$ cat config.mk
export PLATFORM = sky130hd
export DESIGN_NAME = sirq_ctrl
export DESIGN_NICKNAME = d
export VERILOG_FILES = /design/src/rtl/sirq_pkg.sv /design/src/rtl/sirq_sampler.sv /design/src/rtl/sirq_pending.sv /design/src/rtl/sirq_counters.sv /design/src/rtl/sirq_ctrl.sv
export SDC_FILE = /design/constraint.sdc
export NUM_CORES = 2
export LEC_CHECK = 0
export BUFFER_PORTS_ARGS = -buffer_cell sky130_fd_sc_hd__buf_2
export CELL_PAD_IN_SITES_DETAIL_PLACEMENT = 1
export CELL_PAD_IN_SITES_GLOBAL_PLACEMENT = 2
export CORE_UTILIZATION = 35
export DETAILED_ROUTE_END_ITERATION = 12
export PLACE_DENSITY_LB_ADDON = 0.1
export SLEW_MARGIN = 20
export SYNTH_ARGS = -nofsm -noshare
export SYNTH_HDL_FRONTEND = slang
export SYNTH_SLANG_ARGS = --single-unit
$ cat constraint.sdc
create_clock -name clk -period 2.2 [get_ports clk]
set_input_delay 0.22 -clock clk [delete_from_list [all_inputs] [get_ports clk]]
set_output_delay 0.22 -clock clk [all_outputs]
set_load 0.1 [all_outputs]
$ cat src/rtl/sirq_pkg.sv
package sirq_pkg;
   localparam int unsigned SIRQ_LINES_DEF = 32;
   localparam int unsigned SIRQ_CNT_W_DEF = 32;

   // index width for a bank of n lines (at least one bit)
   function automatic int unsigned sirq_idx_w(input int unsigned n);
      return (n < 2) ? 1 : $clog2(n);
   endfunction

   function automatic bit sirq_is_pow2(input int unsigned n);
      return (n != 0) && ((n & (n - 1)) == 0);
   endfunction
endpackage

$ cat src/rtl/sirq_sampler.sv
module sirq_sampler #(
   parameter int unsigned NUM_LINES = 32
) (
   input  logic                 clk,
   input  logic                 rst_n,
   input  logic [NUM_LINES-1:0] irq_in,
   output logic [NUM_LINES-1:0] level_q,
   output logic [NUM_LINES-1:0] rise
);
   // live level register: one flop per line
   for (genvar g = 0; g < NUM_LINES; g++) begin : g_line
      always_ff @(posedge clk or negedge rst_n) begin
         if (!rst_n) level_q[g] <= 1'b0;
         else        level_q[g] <= irq_in[g];
      end
      // line is high now, was low at the previous edge
      assign rise[g] = irq_in[g] & ~level_q[g];
   end
endmodule

$ cat src/rtl/sirq_pending.sv
module sirq_pending #(
   parameter int unsigned NUM_LINES = 32
) (
   input  logic                 clk,
   input  logic                 rst_n,
   input  logic [NUM_LINES-1:0] irq_in,
   input  logic                 mask_wr_en,
   input  logic [NUM_LINES-1:0] mask_wr_data,
   input  logic                 ack_wr_en,
   input  logic [NUM_LINES-1:0] ack_wr_data,
   output logic [NUM_LINES-1:0] mask_q,
   output logic [NUM_LINES-1:0] pend_q,
   output logic                 cpu_irq
);
   logic [NUM_LINES-1:0] clr_sel;
   logic [NUM_LINES-1:0] pend_d;
   logic [NUM_LINES-1:0] mask_d;

   always_comb begin
      clr_sel = ack_wr_en ? ack_wr_data : '0;
      // clear first, then merge the live levels so a high line wins
      pend_d  = (pend_q & ~clr_sel) | irq_in;
      mask_d  = mask_wr_en ? mask_wr_data : mask_q;
   end

   always_ff @(posedge clk or negedge rst_n) begin
      if (!rst_n) begin
         pend_q <= '0;
         mask_q <= '0;
      end else begin
         pend_q <= pend_d;
         mask_q <= mask_d;
      end
   end

   assign cpu_irq = |(pend_q & mask_q);
endmodule

$ cat src/rtl/sirq_counters.sv
module sirq_counters #(
   parameter int unsigned NUM_LINES = 32,
   parameter int unsigned CNT_W     = 32,
   localparam int unsigned IDX_W    = sirq_pkg::sirq_idx_w(NUM_LINES)
) (
   input  logic                 clk,
   input  logic                 rst_n,
   input  logic [NUM_LINES-1:0] rise,
   input  logic [IDX_W-1:0]     cnt_idx,
   output logic [CNT_W-1:0]     cnt_rd_data
);
   logic [CNT_W-1:0] cnt_q [NUM_LINES];
   logic [CNT_W-1:0] sel_cnt;

   for (genvar g = 0; g < NUM_LINES; g++) begin : g_cnt
      always_ff @(posedge clk or negedge rst_n) begin
         if (!rst_n)       cnt_q[g] <= '0;
         else if (rise[g]) cnt_q[g] <= cnt_q[g] + 1'b1;   // wraps naturally
      end
   end

   // read selector: a full power-of-two bank needs no range guard
   if (sirq_pkg::sirq_is_pow2(NUM_LINES)) begin : g_sel_full
      assign sel_cnt = cnt_q[cnt_idx];
   end else begin : g_sel_guard
      always_comb begin
         sel_cnt = '0;
         for (int i = 0; i < NUM_LINES; i++)
            if (int'(cnt_idx) == i) sel_cnt = cnt_q[i];
      end
   end

   always_ff @(posedge clk or negedge rst_n) begin
      if (!rst_n) cnt_rd_data <= '0;
      else        cnt_rd_data <= sel_cnt;
   end
endmodule

$ cat src/rtl/sirq_ctrl.sv
module sirq_ctrl #(
   parameter int unsigned NUM_LINES = sirq_pkg::SIRQ_LINES_DEF,
   parameter int unsigned CNT_W     = sirq_pkg::SIRQ_CNT_W_DEF,
   localparam int unsigned IDX_W    = sirq_pkg::sirq_idx_w(NUM_LINES)
) (
   input  logic                 clk,
   input  logic                 rst_n,
   input  logic [NUM_LINES-1:0] irq_in,
   input  logic                 mask_wr_en,
   input  logic [NUM_LINES-1:0] mask_wr_data,
   input  logic                 ack_wr_en,
   input  logic [NUM_LINES-1:0] ack_wr_data,
   input  logic [IDX_W-1:0]     cnt_idx,
   output logic [NUM_LINES-1:0] mask_q,
   output logic [NUM_LINES-1:0] pend_q,
   output logic [CNT_W-1:0]     cnt_rd_data,
   output logic                 cpu_irq
);
   // elaboration-time parameter checks
   if (NUM_LINES < 2 || NUM_LINES > 32) begin : g_bad_lines
      $error("sirq_ctrl: NUM_LINES must lie in 2..32");
   end
   if (CNT_W < 1 || CNT_W > 64) begin : g_bad_cnt
      $error("sirq_ctrl: CNT_W must lie in 1..64");
   end

   logic [NUM_LINES-1:0] level_q;
   logic [NUM_LINES-1:0] rise;

   sirq_sampler #(.NUM_LINES(NUM_LINES)) u_sampler (
      .clk     (clk),
      .rst_n   (rst_n),
      .irq_in  (irq_in),
      .level_q (level_q),
      .rise    (rise)
   );

   sirq_pending #(.NUM_LINES(NUM_LINES)) u_pending (
      .clk          (clk),
      .rst_n        (rst_n),
      .irq_in       (irq_in),
      .mask_wr_en   (mask_wr_en),
      .mask_wr_data (mask_wr_data),
      .ack_wr_en    (ack_wr_en),
      .ack_wr_data  (ack_wr_data),
      .mask_q       (mask_q),
      .pend_q       (pend_q),
      .cpu_irq      (cpu_irq)
   );

   sirq_counters #(.NUM_LINES(NUM_LINES), .CNT_W(CNT_W)) u_counters (
      .clk         (clk),
      .rst_n       (rst_n),
      .rise        (rise),
      .cnt_idx     (cnt_idx),
      .cnt_rd_data (cnt_rd_data)
   );
endmodule

==> impl_metrics.toml <==
[logic_synthesis]
synth.top_cells.by_count = "1,152 x sky130_fd_sc_hd__dfrtp_1, 674 x sky130_fd_sc_hd__xnor2_1, 561 x sky130_fd_sc_hd__nand2_1"
synth.cell_area_sq_um = 57400
ys_warn_count = 0
synth_top_flop_cell = "sky130_fd_sc_hd__dfrtp_1"
synthCells = 5333
synth_top_area_share_pct = 50.3
yosys.cell_count.top_type = "sky130_fd_sc_hd__dfrtp_1"
synth_sequential_area_ratio_pct = 50.3
post-synth-top-area-cell = "sky130_fd_sc_hd__dfrtp_1"
post_synth_main_area_contributors = "sky130_fd_sc_hd__dfrtp_1 50%, sky130_fd_sc_hd__xnor2_1 10%, sky130_fd_sc_hd__mux2i_1 8.9%"
ys_seq_elements = 1152
synth_enable_flop_cells = 0
synthesized_area_divided_by_synthesized_cell_count_sq_um = 10.8
synthDistinctLibCells = 39
synth.net_count = 5470
synth_async_sr_flop_share_pct = 100

[floorplanning]
ios = 202
die_y_um = 407
fp.dieW_um = 407
initial_standard_cell_utilization_of_the_core_pct = 35.2
design.core.area_sq_um = 163000
fp-row-count = 148
floorplan.die_area_sq_um = 166000

[flow_run]
cap_violations = 0

[critical_path]
critical_path.cell_chain = "a22oi_2 > nand4_1 > buf_6 > or4_4 > buf_12"
critical_path_arrival_ps = 2510
cpMaxStageDelayCell = "sky130_fd_sc_hd__or4_4"
cp_num_buf_inv = 2
cp-start-kind = "flop"
worst-path-max-fanout = 2
r2r_cells = 5
critical_path.max_stage_delay_ps = 490
critical_path.top_delay_family = "simple AND/OR/NAND/NOR gates"
worstPathRequired_ps = 1980
timing.critical_path.depth = 5
crit_path_end_kind = "output port"
criticalPathCategory = "reg -> out"

[power_and_ir_drop]
p_comb_share_pct = 16.0
leakage_power_of_the_design_nw = 32.5
vdd_drop_max_mv = 0.799
seq_power_share_pct = 43.4
share_clk_of_total_power_pct = 40.7
power.share.switching_pct = 30.2
power.net_switching_mw = 17.9
pwr_density_cell_nw_per_um2 = 845
power.total_mw = 59.4
cellInternalPower_mw = 41.5

[detailed_routing]
vias = 43500
wl_per_cell_um = 23.9
firstDrtPassIters = 5
drc = 0
avgViaCountPerCell = 5.23
ant_nets = 0
drt_first_iter_violations = 2402
post_route_wl_mm = 199

[sta]
min_period_ps = 2730
layout_worst_path_cycle_share_pct = 124
final_critical_path_setup_slack_ps = -526
worst_slew_pin_slew_ps = 946
worst_slew_margin_rel_pct = 36.9
grt_setup_unrepaired = "true"
report.final.hold_viol_count = 0
whs_ps = 55.6
clock-skew-final_ps = 30.9
fmax_mhz = 367
timing.final.max_slew_violations = 0
setup_viol_count_final = 1

[cells_and_area]
syn_to_final_growth_pct = 22.5
final_layout_size_suffix_gt1_share_pct = 15.3
fin_util_pct = 43.2
finalNetCount = 6176
stdcell_area_sq_um = 70300

[outcome]
failed_checks = "negative setup slack"
status = "complete, but fails checks"

[grt]
grt_first_pass_wirelength_mm = 302
first_global_vias = 46700
track_usage_pct = 24.3
largest_net_degree_at_the_start_of_global_routing = 85
globalRoute.totalOverflow = 0
grt_antenna_before_repair = 18

[placement]
detailedPlacementHpwl_mm = 152
port_buffers = 201
gpl.final_weighted_congestion = 0.855
placedInstanceArea_sq_um = 64200

[clock_network]
cts_max_level = 4
max_clock_buf_depth = 3
ctsRootBufferMaster = "sky130_fd_sc_hd__clkbuf_16"
clk_latency_ps = 780
clock_transition_at_the_registers_of_the_reported_paths_ps = 60
clock_sink_count = 1152
numCtsBuffers = 144
tritoncts_clock_tree = "done"

[hold_path]
hold_class = "in -> reg"
hold_path_depth = 4
-- through the flow --
stage | TNS [ps] | worst slack, ps | cells
after floorplan | 0 | 43.9 | 5333
after global placement | -1460 | -203 | 7957
after detailed placement | -1680 | -209 | 7957
after CTS | -593 | -593 | 8324
after global routing | -613 | -613 | 8327
final | -526 | -526 | 8330
-- cells by family (layout without fill, tap and decap cells) --
group / count (synthesis) / after routing / synth area share, %
AND/OR/NAND/NOR: 2038 / 2038 / 18.3
flip-flops: 1152 / 1152 / 50.3
XOR/XNOR: 992 / 992 / 15.1
multiplexers: 571 / 571 / 10.1
AO/OA/AOI/OAI: 339 / 339 / 4.09
buffers and inverters: 209 / 1027 / 1.43
adder cells (fa/ha/maj): 32 / 32 / 0.698
other: 0 / 4 / 0
-- power groups by stage --
stage,Sequential [mW],Clock [mW],Combinational [mW]
after floorplan,26.6,0,4.12
after global placement,26.0,0,9.24
after detailed placement,26.1,0,9.41
after CTS,25.7,24.9,9.62
after global routing,26.1,25.6,10.3
final,25.8,24.2,9.48
-- path summary, 6_finish.rpt --
kind                                            start                     to  slack [ps]
worst max-delay path              u_pending.mask_q[0]                cpu_irq        -530
worst min-delay path                        ack_wr_en    u_pending.pend_q[1]          60
worst max register to register  u_sampler.level_q[18]  u_counters.cnt_q[444]          80
worst min register to register  u_counters.cnt_q[543]  u_counters.cnt_q[543]         460
max in group asynchronous                       rst_n  u_counters.cnt_q[211]        1330
min in group asynchronous                       rst_n  u_counters.cnt_q[587]         200
-- cell type report --
cell class / instances / area [sq um]
fill: 17700 / 92500
timing repair buffer: 725 / 5900
inverter: 44 / 165
clock buffer: 235 / 4590
clock inverter: 23 / 239
sequential: 1152 / 28800
multi-input combinational: 3972 / 27800
tap: 2175 / 2720
antenna: 4 / 10.0
-- routing by layer --
| layer | GRT usage (%) | wire, um | vias to the layer above |
|---|---|---|---|
| li1 | - | - | 20300 |
| met1 | 32.6 | 89800 | 22300 |
| met2 | 40.5 | 96200 | 649 |
| met3 | 3.23 | 6820 | 236 |
| met4 | 7.45 | 5960 | 4 |
| met5 | 0 | 23 | - |
-- cell usage in the layout, fill, tap and decap left out, drive strengths merged, types with 5 or more instances in the layout --
cell and count:
mux2 62, nand3b 18, nand4 235, and4b 5, mux2i 509, nor2b 37, or4 14, a31oi 32
a22oi 112, buf 618, and2 33, dlygate4sd3 106, nor4 57, a21oi 96, nand3 412, xnor2 674
a21o 32, xor2 318, and3 169, a22o 64, ha 32, or2 14, nand2 561, inv 46
and4 88, dfrtp 1152, nor3b 7, nor2 233, nand4b 16, clkinv 15, nor3 115, clkbuf 236
nand2b 10, or3 9
-- state kept, by name (all words and copies together), names as in the netlist --
register,count
u_pending.mask_q,32
u_counters.cnt_q,1024
u_counters.cnt_rd_data,32
u_sampler.level_q,32
u_pending.pend_q,32
-- worst min-delay path: stages --
cell                      delay [ps]
sky130_fd_sc_hd__buf_2           100
sky130_fd_sc_hd__buf_4           250
sky130_fd_sc_hd__nand2_1         110
sky130_fd_sc_hd__a21o_1          100
-- what timing repair did --
action,CTS,global route
endpoints found under the hold margin,1067,0
pin swaps,6,3
setup endpoints to repair,1,29
hold buffers,107,0
resized for setup,11,11
setup buffers,5,2
Power figures use the tool's default switching activity.
